--- src/rtl/comma_align_pkg.sv ---
package comma_align_pkg;
  localparam int unsigned BYTE_W = 8;
  localparam logic [BYTE_W-1:0] MARKER_DEFAULT = 8'h81;
  typedef logic [BYTE_W-1:0] byte_t;
endpackage

--- src/rtl/comma_lane_finder.sv ---
module comma_lane_finder
  import comma_align_pkg::*;
#(
  parameter int unsigned LANES  = 4,
  parameter byte_t       MARKER = MARKER_DEFAULT,
  localparam int unsigned IDX_W = (LANES > 1) ? $clog2(LANES) : 1
) (
  input  logic                    clk_i,
  input  logic                    rst_ni,
  input  logic [BYTE_W*LANES-1:0] data_i,
  input  logic [LANES-1:0]        ctrl_i,
  output logic [LANES-1:0]        match_o,
  output logic                    hit_o,
  output logic [IDX_W-1:0]        idx_o
);

  for (genvar g = 0; g < LANES; g++) begin : g_lane_cmp
    assign match_o[g] = ctrl_i[g] && (data_i[g*BYTE_W +: BYTE_W] == MARKER);
  end

  // scan high to low so the lowest matching lane is written last
  always_comb begin
    hit_o = 1'b0;
    idx_o = '0;
    for (int i = LANES - 1; i >= 0; i--) begin
      if (match_o[i]) begin
        hit_o = 1'b1;
        idx_o = IDX_W'(i);
      end
    end
  end

  a_r1_hit_lane_matches: assert property (@(posedge clk_i) disable iff (!rst_ni)
    hit_o |-> match_o[idx_o]);

  a_r2_lowest_lane_wins: assert property (@(posedge clk_i) disable iff (!rst_ni)
    hit_o |-> ((match_o & ((LANES'(1) << idx_o) - LANES'(1))) == '0));

  a_r1_no_hit_no_match: assert property (@(posedge clk_i) disable iff (!rst_ni)
    !hit_o |-> (match_o == '0));

endmodule

--- src/rtl/word_history.sv ---
module word_history #(
  parameter int unsigned W = 32
) (
  input  logic         clk_i,
  input  logic         rst_ni,
  input  logic [W-1:0] d_i,
  output logic [W-1:0] q_o
);

  always_ff @(posedge clk_i or negedge rst_ni) begin
    if (!rst_ni) q_o <= '0;
    else         q_o <= d_i;
  end

endmodule

--- src/rtl/lane_window_mux.sv ---
module lane_window_mux #(
  parameter int unsigned LANES  = 4,
  parameter int unsigned LANE_W = 8,
  localparam int unsigned IDX_W = (LANES > 1) ? $clog2(LANES) : 1,
  localparam int unsigned WIN_N = 2 * LANES
) (
  input  logic [LANE_W*LANES-1:0] new_i,
  input  logic [LANE_W*LANES-1:0] old_i,
  input  logic [IDX_W-1:0]        sel_i,
  output logic [LANE_W*LANES-1:0] out_o
);

  logic [WIN_N-1:0][LANE_W-1:0] win;

  // older word occupies the low lanes of the window
  assign win = {new_i, old_i};

  for (genvar j = 0; j < LANES; j++) begin : g_out_lane
    logic [IDX_W:0] pos;
    assign pos = {1'b0, sel_i} + (IDX_W + 1)'(j);
    assign out_o[j*LANE_W +: LANE_W] = win[pos];
  end

endmodule

--- src/rtl/comma_word_aligner.sv ---
module comma_word_aligner
  import comma_align_pkg::*;
#(
  parameter int unsigned LANES   = 4,
  parameter byte_t       MARKER  = MARKER_DEFAULT,
  parameter bit          REG_OUT = 1'b1,
  localparam int unsigned DW     = BYTE_W * LANES,
  localparam int unsigned IDX_W  = (LANES > 1) ? $clog2(LANES) : 1
) (
  input  logic             clk_i,
  input  logic             rst_ni,
  input  logic [DW-1:0]    data_i,
  input  logic [LANES-1:0] ctrl_i,
  output logic [DW-1:0]    data_o,
  output logic [LANES-1:0] ctrl_o,
  output logic             aligned_o
);

  logic [LANES-1:0] match;
  logic             hit;
  logic [IDX_W-1:0] hit_idx;
  logic [IDX_W-1:0] off_q;
  logic             found_q;
  logic [DW-1:0]    data_prev;
  logic [LANES-1:0] ctrl_prev;
  logic [DW-1:0]    data_sel;
  logic [LANES-1:0] ctrl_sel;

  comma_lane_finder #(.LANES(LANES), .MARKER(MARKER)) u_finder (
    .clk_i  (clk_i),
    .rst_ni (rst_ni),
    .data_i (data_i),
    .ctrl_i (ctrl_i),
    .match_o(match),
    .hit_o  (hit),
    .idx_o  (hit_idx)
  );

  word_history #(.W(DW)) u_data_hist (
    .clk_i (clk_i),
    .rst_ni(rst_ni),
    .d_i   (data_i),
    .q_o   (data_prev)
  );

  word_history #(.W(LANES)) u_ctrl_hist (
    .clk_i (clk_i),
    .rst_ni(rst_ni),
    .d_i   (ctrl_i),
    .q_o   (ctrl_prev)
  );

  always_ff @(posedge clk_i or negedge rst_ni) begin
    if (!rst_ni) begin
      off_q   <= '0;
      found_q <= 1'b0;
    end else begin
      found_q <= hit;
      if (hit) off_q <= hit_idx;
    end
  end

  lane_window_mux #(.LANES(LANES), .LANE_W(BYTE_W)) u_data_mux (
    .new_i(data_i),
    .old_i(data_prev),
    .sel_i(off_q),
    .out_o(data_sel)
  );

  lane_window_mux #(.LANES(LANES), .LANE_W(1)) u_ctrl_mux (
    .new_i(ctrl_i),
    .old_i(ctrl_prev),
    .sel_i(off_q),
    .out_o(ctrl_sel)
  );

  if (REG_OUT) begin : g_reg_out
    always_ff @(posedge clk_i or negedge rst_ni) begin
      if (!rst_ni) begin
        data_o    <= '0;
        ctrl_o    <= '0;
        aligned_o <= 1'b0;
      end else begin
        data_o    <= data_sel;
        ctrl_o    <= ctrl_sel;
        aligned_o <= found_q;
      end
    end

    a_r6_aligned_follows: assert property (@(posedge clk_i) disable iff (!rst_ni)
      found_q |=> aligned_o);

    a_r4_marker_in_lane0: assert property (@(posedge clk_i) disable iff (!rst_ni)
      found_q |=> (data_o[BYTE_W-1:0] == MARKER) && ctrl_o[0]);
  end else begin : g_comb_out
    assign data_o    = data_sel;
    assign ctrl_o    = ctrl_sel;
    assign aligned_o = found_q;

    a_r4_marker_in_lane0: assert property (@(posedge clk_i) disable iff (!rst_ni)
      aligned_o |-> (data_o[BYTE_W-1:0] == MARKER) && ctrl_o[0]);
  end

  a_r3_offset_holds: assert property (@(posedge clk_i) disable iff (!rst_ni)
    !hit |=> $stable(off_q));

  a_r3_no_hit_not_found: assert property (@(posedge clk_i) disable iff (!rst_ni)
    !hit |=> !found_q);

endmodule

--- config.mk ---
export PLATFORM = sky130hd
export DESIGN_NAME = comma_word_aligner
export DESIGN_NICKNAME = d
export VERILOG_FILES = /design/src/rtl/comma_align_pkg.sv /design/src/rtl/comma_lane_finder.sv /design/src/rtl/word_history.sv /design/src/rtl/lane_window_mux.sv /design/src/rtl/comma_word_aligner.sv
export SDC_FILE = /design/constraint.sdc
export NUM_CORES = 1
export LEC_CHECK = 0
export ABC_AREA = 0
export CORE_ASPECT_RATIO = 0.6
export CORE_MARGIN = 3
export CORE_UTILIZATION = 25
export DETAILED_ROUTE_END_ITERATION = 10
export GPL_ROUTABILITY_DRIVEN = 0
export PLACE_DENSITY = 0.46
export SYNTH_ARGS = -nofsm -noshare
export SYNTH_HDL_FRONTEND = slang
export SYNTH_SLANG_ARGS = --single-unit
export TNS_END_PERCENT = 50
--- constraint.sdc ---
create_clock -name clk_i -period 2.5 [get_ports clk_i]
set_clock_uncertainty 0.2 [all_clocks]
set_input_delay 0.375 -clock clk_i [delete_from_list [all_inputs] [get_ports clk_i]]
set_output_delay 0.375 -clock clk_i [all_outputs]
set_load 0.005 [all_outputs]
==> results.md <==
* Slew @ Worst Pin at between 500 and 600 ps
* Height of the die at between 90 and 100 um
* Slowest CP cell: dfrtp_2
* Final worst setup slack at around 420 ps
* Power Total at about 3.8 mW
* Worst vdd ir at between 0.0003 and 0.0004 V
* Total track usage at between 10% and 20%
* Starting Density at approximately a quarter
* Number of H-tree levels at 3
* Cts hold-fix bufs at 1
* Crit path cell chain: buf_4 -> mux2_2 -> mux4_2
* Worst setup EP type: flip-flop
* DP Cell Count at about 430
* Crit path DAT at 2080 ps
* Area grow syn2layout at 36.9%
* Layout cell share with drive strength beyond 1 at 35.9%
* PD cells at roughly 800 nW/um^2
* Post-CTS setup buffers at 0
* Largest net degree at the start of global routing at 39
* Slew Viols, Final at 0
* Final period utilization at between 80% and 90%
* FF-to-FF End: data_o[11]
* #FFs+latches synth at 76
* TritonCTS clock tree: built
* Number of buffers created by CTS at 9
* Final-stage net count at about 310
* Reg2Reg Depth at 3
* Dominant cell type by area after synthesis: dfrtp_1
* Crit path required time at between 2000 and 3000 ps
* Hold Crit Depth at 0
* DR vias/cell at between 4 and 5
* First-pass GRT wire length at between 10,000 and 15,000 um
* Routed via count at just under 2k
* Top-area cell type share of the netlist area at 55.7%
* Synthesized instance count at 182
* Residual DRC at 0
* Synthesized net count at roughly 220
* Final min period at 2080 ps
* Final hold violations at 0
* P_leak at about 1.9 nW
* IO Count at 75
* Yosys cell types at 23
* DP Worst Slack at roughly 360 ps
* Die width at around 160 um
* Synth Cell Area at 3420 um^2
* Rows at 32
* PortBufs at 74
* Non-Filler Instances at roughly 440
* Initial antenna violation count at 0
* ANT nets after route at 0
* Drt wl/cell at 19.1 um
* Max_cap viols at 0
* Worst Path Max Fanout at 13
* Sequential area share after synthesis at a little under three fifths
* CTS resizes at 0
* Ant. Diodes at 0
* Final wirelength at 8470 um
* Clock slew at reported path FFs at around 60 ps
* Clock sink count at 76
* Bufs on Longest Clock Path at 2
* R2R Setup Slk at between 400 and 500 ps
* Clk root buf: clkbuf_16
* Die Area at 15,200 um^2
* CP peak stage delay at 580 ps
* DR iter-0 viols at a little over 70
* Total gr overflow at 0
* Max_slew headroom at between 60% and 70%
* Hold crit path type: reg -> reg
* Yosys warning count at 0
* Startpoint types: flip-flop
* Achievable Freq at 0.481 GHz
* Status: finished clean
* Commonest non-fill, non-tap cell in the layout: dfrtp_1
* Origin of the worst setup path: off_q[0]
* Number of global-route vias before repair at 2,179
* Syn Area/Cell at between 15 and 20 um^2
* Setup CP Type: reg -> reg
* Top post-synthesis cells by area: dfrtp_1, mux4_2, mux2_4, mux2_2, buf_6
* DRT Pass-1 Iters at 4
* RR Startpoint: off_q[0]
* Fin Setup TNS at 0 ps
* Hpwl dp at 6330 um
* RSZ-0062 raised after global routing: no
* Core Area at 13,100 um^2
* Commonest non-fill, non-tap cells in the layout: dfrtp_1, clkdlybuf4s50_1, mux4_2, mux2_4, mux2_2
* Worst setup path end: data_o[11]
* Later-pin clock latency in the skew report at about 330 ps
* Final setup fails at 0
worst min path at each step:
stage | startpoint | to | slack, ps
3_5_place_dp | found_q | aligned_o | 140
2_1_floorplan | rst_ni | aligned_o | -120
4_1_cts | found_q | aligned_o | 160
5_1_grt | found_q | aligned_o | 170
3_3_place_gp | found_q | aligned_o | 140
6_report | found_q | aligned_o | 160
per-layer routing:
metal / global-route usage (%) / part of all wire [%]
met1: 18.1 / 52
met3: 4.54 / 5.2
met5: 0 / 0
met2: 16.3 / 42
met4: 4.30 / 1.3
sequential cells by signal (all words and copies together), names as in the netlist:
signal           flops
off_q                2
u_ctrl_hist.q_o      4
ctrl_o               4
aligned_o            1
found_q              1
u_data_hist.q_o     32
data_o              32
Yosys cell counts:
| cell | n |
|---|---|
| buf_4 | 2 |
| buf_6 | 3 |
| nor4_1 | 3 |
| nand2_1 | 1 |
| or3_1 | 3 |
| nor4b_1 | 1 |
| o21bai_1 | 1 |
| nor3_1 | 1 |
| dfrtp_1 | 76 |
| nor2b_1 | 1 |
| buf_2 | 4 |
| mux2_2 | 18 |
| clkbuf_2 | 1 |
| nand4_1 | 1 |
| inv_1 | 2 |
| mux2_4 | 18 |
| nand4b_1 | 3 |
| buf_1 | 2 |
| a21oi_1 | 1 |
| a21boi_0 | 1 |
| mux4_2 | 36 |
| nor2_1 | 1 |
| ha_1 | 2 |
through the flow:
step | instance area [um^2] | util, % | hold slack (ps)
floorplan | 3420 | - | -121
global placement | 4400 | 33.6 | 141
detailed placement | 4400 | 33.6 | 140
CTS | 4680 | 35.7 | 162
global route | 4680 | 35.7 | 167
finish | 4680 | 35.7 | 156
cells by family after synthesis:
family / synth area share (%)
buf+inv: 2.60
simple gates: 2.86
fa+ha+maj: 0.732
compound gates: 0.586
flops: 55.7
mux: 37.6
worst max-delay path: cells and delay by family (launching register included):
family / cells / cell delay [ps]
DFF: 1 / 580
muxes: 2 / 850
buffers and inverters: 1 / 310
layout make-up:
type | instances | area [um^2]
Fill cell | 1241 | 8420
Sequential cell | 76 | 1900
Multi-Input combinational cell | 92 | 1430
Timing Repair Buffer | 87 | 863
Clock buffer | 14 | 254
Tap cell | 170 | 213
Clock inverter | 2 | 10.0
Inverter | 2 | 7.51
power breakdown:
part           switching, mW  internal, mW  total, mW
Clock                  0.461         0.696       1.16
Sequential            0.0788          1.42       1.50
Combinational          0.386         0.713       1.10
Total                  0.926          2.83       3.76
Power figures use the tool's default switching activity.
